## src/rtl/tdc_seg_pkg.sv

```systemverilog
package tdc_seg_pkg;

   typedef enum logic [2:0] {
      ST_IDLE,
      ST_RUN,
      ST_DELAY,
      ST_DONE,
      ST_NOHIT,
      ST_SHIFT
   } seg_state_e;

endpackage

```

## src/rtl/tdc_therm_dec.sv

```systemverilog
// Converts the sampled phase bus to the length of its leading run of ones.
module tdc_therm_dec #(
   parameter int PHASES = 8,
   parameter int CNT_W  = 4
) (
   input  logic [PHASES-1:0] phase_i,
   output logic [CNT_W-1:0]  ones_o
);

   logic [PHASES-1:0] run;

   generate
      if ((1 << CNT_W) <= PHASES) begin : g_bad_width
         $error("tdc_therm_dec: CNT_W too narrow for PHASES");
      end
      for (genvar i = 0; i < PHASES; i++) begin : g_run
         if (i == 0) begin : g_first
            assign run[i] = phase_i[i];
         end else begin : g_next
            assign run[i] = run[i-1] & phase_i[i];
         end
      end
   endgenerate

   always_comb begin
      ones_o = '0;
      for (int i = 0; i < PHASES; i++) begin
         ones_o = ones_o + CNT_W'(run[i]);
      end
   end

endmodule

```

## src/rtl/tdc_seg_chain.sv

```systemverilog
// Middle divider, coarse LFSR and fine bits as one counting / holding / shifting chain.
module tdc_seg_chain #(
   parameter int                FINE_W = 3,
   parameter int                MID_W  = 2,
   parameter int                CRS_W  = 8,
   parameter logic [CRS_W-1:0]  TAPS   = 8'hB8,
   parameter logic [CRS_W-1:0]  SEED   = 8'h01
) (
   input  logic              clk_i,
   input  logic              rst_ni,
   input  logic              seed_i,
   input  logic              clr_i,
   input  logic              shift_i,
   input  logic              cnt_i,
   input  logic              fine_we_i,
   input  logic [FINE_W-1:0] fine_i,
   output logic [CRS_W-1:0]  crs_o,
   output logic [MID_W-1:0]  mid_o,
   output logic [FINE_W-1:0] fine_o,
   output logic              msb_o,
   output logic              last_o
);

   localparam int WORD_W = CRS_W + MID_W + FINE_W;

   function automatic logic [CRS_W-1:0] lfsr_fwd(input logic [CRS_W-1:0] s);
      return {s[CRS_W-2:0], ^(s & TAPS)};
   endfunction

   function automatic logic [CRS_W-1:0] lfsr_back(input logic [CRS_W-1:0] s);
      return {s[0] ^ (^(s[CRS_W-1:1] & TAPS[CRS_W-2:0])), s[CRS_W-1:1]};
   endfunction

   // Seed one step early: the delayed capture always adds one full divided period.
   localparam logic [CRS_W-1:0] PRE_C  = lfsr_back(SEED);
   localparam logic [CRS_W-1:0] LAST_C = lfsr_back(PRE_C);

   generate
      if (CRS_W < 2) begin : g_bad_crs
         $error("tdc_seg_chain: CRS_W must be at least 2");
      end
      if (!TAPS[CRS_W-1]) begin : g_bad_taps
         $error("tdc_seg_chain: top tap bit must be set");
      end
      if (SEED == '0) begin : g_bad_seed
         $error("tdc_seg_chain: SEED must be nonzero");
      end
   endgenerate

   logic [CRS_W-1:0]  crs_q;
   logic [MID_W-1:0]  mid_q;
   logic [FINE_W-1:0] fine_q;
   logic [WORD_W-1:0] word_shl;

   assign word_shl = {crs_q, mid_q, fine_q} << 1;

   always_ff @(posedge clk_i) begin
      if (!rst_ni) begin
         crs_q  <= '0;
         mid_q  <= '0;
         fine_q <= '0;
      end else if (seed_i) begin
         crs_q  <= PRE_C;
         mid_q  <= '0;
         fine_q <= '0;
      end else if (clr_i) begin
         crs_q  <= '0;
         mid_q  <= '0;
         fine_q <= '0;
      end else if (shift_i) begin
         {crs_q, mid_q, fine_q} <= word_shl;
      end else begin
         if (cnt_i) begin
            mid_q <= mid_q + 1'b1;
            if (&mid_q) begin
               crs_q <= lfsr_fwd(crs_q);
            end
         end
         if (fine_we_i) begin
            fine_q <= fine_i;
         end
      end
   end

   assign crs_o  = crs_q;
   assign mid_o  = mid_q;
   assign fine_o = fine_q;
   assign msb_o  = crs_q[CRS_W-1];
   assign last_o = (crs_q == LAST_C) && (&mid_q);

endmodule

```

## src/rtl/tdc_pixel_seg.sv

```systemverilog
module tdc_pixel_seg
   import tdc_seg_pkg::*;
#(
   parameter int               FINE_W   = 3,
   parameter int               MID_W    = 2,
   parameter int               CRS_W    = 8,
   parameter logic [CRS_W-1:0] CRS_TAPS = 8'hB8,
   parameter logic [CRS_W-1:0] CRS_SEED = 8'h01,
   localparam int              PHASES   = 1 << FINE_W
) (
   input  logic              clk_i,
   input  logic              rst_ni,
   input  logic              start_i,
   input  logic              stop_i,
   input  logic [PHASES-1:0] phase_i,
   input  logic              load_i,
   output logic              ser_o,
   output logic              ser_vld_o
);

   localparam int DIV    = 1 << MID_W;
   localparam int WORD_W = CRS_W + MID_W + FINE_W;
   localparam int CNT_W  = FINE_W + 1;
   localparam int BIT_W  = $clog2(WORD_W);
   localparam logic [MID_W-1:0] DLY_FULL  = MID_W'(DIV - 1);
   localparam logic [MID_W-1:0] DLY_SHORT = MID_W'(DIV - 2);

   generate
      if (MID_W < 1 || FINE_W < 1) begin : g_bad_split
         $error("tdc_pixel_seg: MID_W and FINE_W must be at least 1");
      end
   endgenerate

   seg_state_e        state_q, state_d;
   logic [MID_W-1:0]  dly_q;
   logic [BIT_W-1:0]  bit_q;
   logic [CNT_W-1:0]  ones;
   logic [FINE_W-1:0] fine_val;
   logic              seed, clr, shift, cnt_en, fine_we;
   logic [CRS_W-1:0]  crs;
   logic [MID_W-1:0]  mid;
   logic [FINE_W-1:0] fine;
   logic              msb, last;

   tdc_therm_dec #(.PHASES(PHASES), .CNT_W(CNT_W)) therm_i (
      .phase_i (phase_i),
      .ones_o  (ones)
   );

   // Empty run: the hit came before the counted edge, so report the previous cycle's top slot.
   assign fine_val = (ones == '0) ? '1 : FINE_W'(ones - 1'b1);

   tdc_seg_chain #(
      .FINE_W (FINE_W), .MID_W (MID_W), .CRS_W (CRS_W),
      .TAPS   (CRS_TAPS), .SEED (CRS_SEED)
   ) chain_i (
      .clk_i     (clk_i),
      .rst_ni    (rst_ni),
      .seed_i    (seed),
      .clr_i     (clr),
      .shift_i   (shift),
      .cnt_i     (cnt_en),
      .fine_we_i (fine_we),
      .fine_i    (fine_val),
      .crs_o     (crs),
      .mid_o     (mid),
      .fine_o    (fine),
      .msb_o     (msb),
      .last_o    (last)
   );

   always_comb begin
      state_d = state_q;
      seed    = 1'b0;
      clr     = 1'b0;
      shift   = 1'b0;
      cnt_en  = 1'b0;
      fine_we = 1'b0;
      unique case (state_q)
         ST_IDLE: begin
            if (start_i) begin
               seed    = 1'b1;
               state_d = ST_RUN;
            end
         end
         ST_RUN: begin
            if (start_i) begin
               seed = 1'b1;
            end else if (load_i) begin
               clr     = 1'b1;
               state_d = ST_SHIFT;
            end else if (last) begin
               state_d = ST_NOHIT;
            end else begin
               cnt_en = 1'b1;
               if (stop_i) begin
                  fine_we = 1'b1;
                  state_d = ST_DELAY;
               end
            end
         end
         ST_DELAY: begin
            if (start_i) begin
               seed    = 1'b1;
               state_d = ST_RUN;
            end else if (dly_q == '0) begin
               state_d = ST_DONE;
            end else if (last) begin
               state_d = ST_NOHIT;
            end else begin
               cnt_en = 1'b1;
            end
         end
         ST_DONE: begin
            if (start_i) begin
               seed    = 1'b1;
               state_d = ST_RUN;
            end else if (load_i) begin
               state_d = ST_SHIFT;
            end
         end
         ST_NOHIT: begin
            if (start_i) begin
               seed    = 1'b1;
               state_d = ST_RUN;
            end else if (load_i) begin
               clr     = 1'b1;
               state_d = ST_SHIFT;
            end
         end
         ST_SHIFT: begin
            shift = 1'b1;
            if (bit_q == BIT_W'(WORD_W - 1)) begin
               state_d = ST_IDLE;
            end
         end
         default: state_d = ST_IDLE;
      endcase
   end

   always_ff @(posedge clk_i) begin
      if (!rst_ni) begin
         state_q <= ST_IDLE;
         dly_q   <= '0;
         bit_q   <= '0;
      end else begin
         state_q <= state_d;
         if (fine_we) begin
            dly_q <= (ones == '0) ? DLY_SHORT : DLY_FULL;
         end else if (state_q == ST_DELAY && cnt_en) begin
            dly_q <= dly_q - 1'b1;
         end
         if (state_q != ST_SHIFT) begin
            bit_q <= '0;
         end else begin
            bit_q <= bit_q + 1'b1;
         end
      end
   end

   assign ser_vld_o = (state_q == ST_SHIFT);
   assign ser_o     = ser_vld_o & msb;

endmodule

```

## config.mk

```make
export PLATFORM = sky130hd
export DESIGN_NAME = tdc_pixel_seg
export DESIGN_NICKNAME = d
export VERILOG_FILES = /design/src/rtl/tdc_seg_pkg.sv /design/src/rtl/tdc_therm_dec.sv /design/src/rtl/tdc_seg_chain.sv /design/src/rtl/tdc_pixel_seg.sv
export SDC_FILE = /design/constraint.sdc
export NUM_CORES = 1
export LEC_CHECK = 0
export CAP_MARGIN = 5
export CORE_UTILIZATION = 45
export CTS_CLUSTER_SIZE = 30
export DETAILED_ROUTE_END_ITERATION = 8
export PLACE_DENSITY = 0.73
export SLEW_MARGIN = 20
export SYNTH_ARGS = -nofsm -noshare
export SYNTH_HDL_FRONTEND = slang
export SYNTH_SLANG_ARGS = --single-unit
```

## constraint.sdc

```tcl
create_clock -name clk_i -period 4.8 [get_ports clk_i]
set_input_delay 0.96 -clock clk_i [delete_from_list [all_inputs] [get_ports clk_i]]
set_output_delay 0.96 -clock clk_i [all_outputs]
set_load 0.1 [all_outputs]
```

==> impl_metrics.csv <==
group,metric,value,unit
yosys,synth.ff_latch_count,22,
power_and_ir_drop,switching_power,0.205,mW
finish,instances_no_fill,242,
yosys,synth.top_cell.area_share,26.8,%
yosys,synthMuxAreaShare,5.57,%
critical_path,critPathCaptureType,"register",
place,detailedPlacementHpwl,2150,um
sta,worst_pin_slew,0.961,ns
yosys,synthesis.instances,186,
critical_path,r2r_setup_slack,2.68,ns
power_and_ir_drop,p_int,0.332,mW
yosys,ys_types,55,
sta,setup_clock_skew_after_layout,0.00403,ns
die,chipWidth,62.4,um
route,detailroute.via_count,1291,
worst_hold_path,hold_path.class,"register to register",
clock_tree,cts_root_buf,"sky130_fd_sc_hd__clkbuf_4",
route,first_pass_iters,4,
die,num_rows,21,
yosys,ys_seq_area_share,26.8,%
flow_run,cap_viol_max_count,0,
route,routed_wl,2840,um
clock_tree,cts_max_level,1,
sta,setup_viol_count_final,0,
die,initial_core_util,48.0,%
clock_tree,tritoncts_clock_tree,"built",
sta,final-max-slew-violation-count,0,
route,via_per_inst,5.33,
yosys,simple_gate_fraction_of_synth_area,25.0,%
critical_path,critical_path_required,5.01,ns
critical_path,worst_ep_arrival_time,4.74,ns
worst_hold_path,worst_hold_startpoint,"chain_i.fine_o[0]",
sta,relSlewSlack,35.7,%
sta,achievable-frequency,0.221,GHz
grt,antenna_found_initial,0,
power_and_ir_drop,seq_power_share,44.3,%
place,worst_setup_slack_before_clock_tree_synthesis,-0.135,ns
finish,antenna-diode-count,0,
critical_path,timing.rr.start,"state_q[1]",
die,design.die.area,3890,um2
finish,post-route-cell-area,1820,um2
sta,final.period_utilization,94.4,%
critical_path,worstSetupPathType,"primary input to register",
yosys,mean_area_per_synthesized_cell,8.82,um2
critical_path,cp-endpoint,"chain_i.fine_o[2]",
power_and_ir_drop,power.switching_fraction,38.2,%
power_and_ir_drop,p_comb_share,40.6,%
critical_path,reg2regPathDepth,6,
power_and_ir_drop,irDropWorstVdd,135,uV
grt,global_route.usage.total,16.5,%
power_and_ir_drop,total_leakage_power,0.726,nW
power_and_ir_drop,total_power,0.537,mW
route,detail-route-antenna-nets,0,
yosys,asyncSetResetFlopFracSynth,0,%
place,place_congestion,0.804,
die,placeableCoreArea,3420,um2
grt,overall_overflow_remaining_after_global_route,0,
grt,first_global_vias,1173,
route,drt_first_iter_violations,59,
clock_tree,cts.repair_timing.setup_buffer_count,0,
critical_path,worstSetupStartpoint,"phase_i[0]",
finish,finish.net_count,224,
die,io_pins,15,
critical_path,worst_path_max_fanout,4,
place,placement.cell_area,1800,um2
sta,post-route-min-period,4.53,ns
clock_tree,numClockSinks,22,
grt,grt_start_max_net_pins,17,
route,drcViolationCount,0,
yosys,largest_family_of_logic_cells_by_synthesized_area,"simple AND/OR/NAND/NOR gates",
clock_tree,max-clock-path-buffers,2,
route,post_drt_wl_per_cell,11.7,um
critical_path,critPathLaunchType,"primary input",
power_and_ir_drop,cellPowerDensity,295,nW/um2
yosys,synth_edf_count,0,
yosys,synth-xor-area-share,3.74,%
sta,rsz0062_at_grt,"false",
power_and_ir_drop,clock_group_share_of_total_power,15.1,%
grt,grt_pass1_wl,5220,um
yosys,cell_accounting_for_the_most_synthesized_area,"sky130_fd_sc_hd__dfxtp_1",
place,portBuffers,14,
yosys,post_synth_instance_area,1640,um2
yosys,synthTopCellsByCount,"sky130_fd_sc_hd__dfxtp_1 (22), sky130_fd_sc_hd__nor2_1 (22), sky130_fd_sc_hd__inv_1 (18)",
place,dp_cells,239,
yosys,synth_ff_type,"sky130_fd_sc_hd__dfxtp_1",
sta,hold-worst-slack,0.466,ns
finish,drive_gt1_share,11.2,%
yosys,synthTopCellsByArea,"sky130_fd_sc_hd__dfxtp_1 (27%), sky130_fd_sc_hd__ha_1 (6.9%), sky130_fd_sc_hd__nor2_1 (5.0%)",
yosys,yosys_warnings,0,
sta,hold_viol,0,
finish,area.growth.synth_to_final,11.0,%
yosys,synth_compound_gate_area_share,19.5,%
clock_tree,cts_buffers,3,
clock_tree,clock_latency,0.30,ns
status,outcome,"completed",
critical_path,rr_endpoint,"state_q[2]",
clock_tree,cts.reportedPaths.clkPinSlew,0.11,ns
sta,setup_ws,0.269,ns
die,chipHeight,62.4,um
yosys,synthAdderAreaFrac,11.7,%
yosys,synth_nets,212,
## area by class of cell
class | instances | area [um2]
Tap cell | 46 | 57.6
Timing Repair Buffer | 16 | 155
Sequential cell | 22 | 440
Inverter | 18 | 67.6
Multi-Input combinational cell | 137 | 1080
Fill cell | 320 | 1600
Clock buffer | 3 | 22.5
## cells by family after synthesis
| family | Yosys count |
|---|---|
| xor gates and xnor gates | 7 |
| muxes | 9 |
| and+or+nand+nor | 69 |
| DFF | 22 |
| buffers and inverters | 27 |
| AOI/OAI and AO/OA | 39 |
| adders and majority gates | 13 |
## sequential cells by signal, indices dropped and copies added, names as in the netlist
signal          cells
bit_q               4
chain_i.fine_o      3
chain_i.crs_o       8
chain_i.mid_o       2
state_q             3
dly_q               2
## layer usage
layer	up-vias	routed length, um	GRT usage [%]
met5	-	0	0
met4	0	44	6.98
met3	4	73	1.82
met2	15	1230	25.7
met1	597	1490	23.0
li1	675	-	-
## cells in the final DEF, fill, tap and decap left out, types with 3 or more instances in the layout
| cell type | instances |
|---|---|
| sky130_fd_sc_hd__clkbuf_4 | 3 |
| sky130_fd_sc_hd__nand2_1 | 5 |
| sky130_fd_sc_hd__nand2b_1 | 3 |
| sky130_fd_sc_hd__fa_1 | 4 |
| sky130_fd_sc_hd__or3b_1 | 3 |
| sky130_fd_sc_hd__clkdlybuf4s50_1 | 14 |
| sky130_fd_sc_hd__ha_1 | 8 |
| sky130_fd_sc_hd__a211oi_1 | 5 |
| sky130_fd_sc_hd__inv_1 | 18 |
| sky130_fd_sc_hd__a21oi_1 | 12 |
| sky130_fd_sc_hd__xnor2_1 | 5 |
| sky130_fd_sc_hd__and3_1 | 5 |
| sky130_fd_sc_hd__dfxtp_1 | 22 |
| sky130_fd_sc_hd__and2_1 | 5 |
| sky130_fd_sc_hd__mux2i_1 | 8 |
| sky130_fd_sc_hd__nor3_1 | 7 |
| sky130_fd_sc_hd__nor2_1 | 22 |
## power by group through the flow
stage,Combinational [mW],Sequential [mW],Clock [mW]
after CTS,0.219,0.236,0.0881
after floorplan,0.218,0.213,0
after global placement,0.215,0.241,0
final,0.218,0.238,0.0810
after detailed placement,0.218,0.240,0
after global routing,0.246,0.242,0.0940
## how the worst min path moves through the flow
stage / endpoint / slack, ns / cells past startpoint
after CTS: chain_i.fine_o[1] / 0.47 / 2
final: chain_i.fine_o[1] / 0.47 / 2
after floorplan: bit_q[0] / 0.43 / 1
after global placement: bit_q[0] / 0.45 / 1
after detailed placement: bit_q[0] / 0.45 / 1
after global routing: chain_i.fine_o[1] / 0.51 / 2
## stage by stage
| stage | util (%) | setup TNS, ns |
|---|---|---|
| 3_5_place_dp | 52.6 | -0.135 |
| 2_1_floorplan | - | 0 |
| 3_3_place_gp | 52.6 | -0.0344 |
| 6_report | 53.3 | 0 |
| 4_1_cts | 53.2 | 0 |
| 5_1_grt | 53.3 | 0 |
## worst max-delay path, stage by stage
cell	delay, ns
sky130_fd_sc_hd__clkdlybuf4s50_1	0.48
sky130_fd_sc_hd__and3_1	0.18
sky130_fd_sc_hd__and3_1	0.18
sky130_fd_sc_hd__inv_1	0.06
sky130_fd_sc_hd__fa_1	0.49
sky130_fd_sc_hd__inv_1	0.05
sky130_fd_sc_hd__fa_1	0.48
sky130_fd_sc_hd__fa_1	0.45
sky130_fd_sc_hd__inv_1	0.08
sky130_fd_sc_hd__fa_1	0.44
sky130_fd_sc_hd__ha_2	0.21
sky130_fd_sc_hd__nor2b_1	0.13
sky130_fd_sc_hd__nor3_1	0.13
sky130_fd_sc_hd__a21oi_1	0.07
sky130_fd_sc_hd__a2111oi_2	0.34
## what timing repair did
| item | 4_1_cts | 5_1_grt |
|---|---|---|
| endpoints found under the hold margin | 0 | 0 |
| endpoints found under the setup margin | 0 | 1 |
| hold buffers | 0 | 0 |
| gates resized for setup | 0 | 1 |
Power figures use the tool's default switching activity.
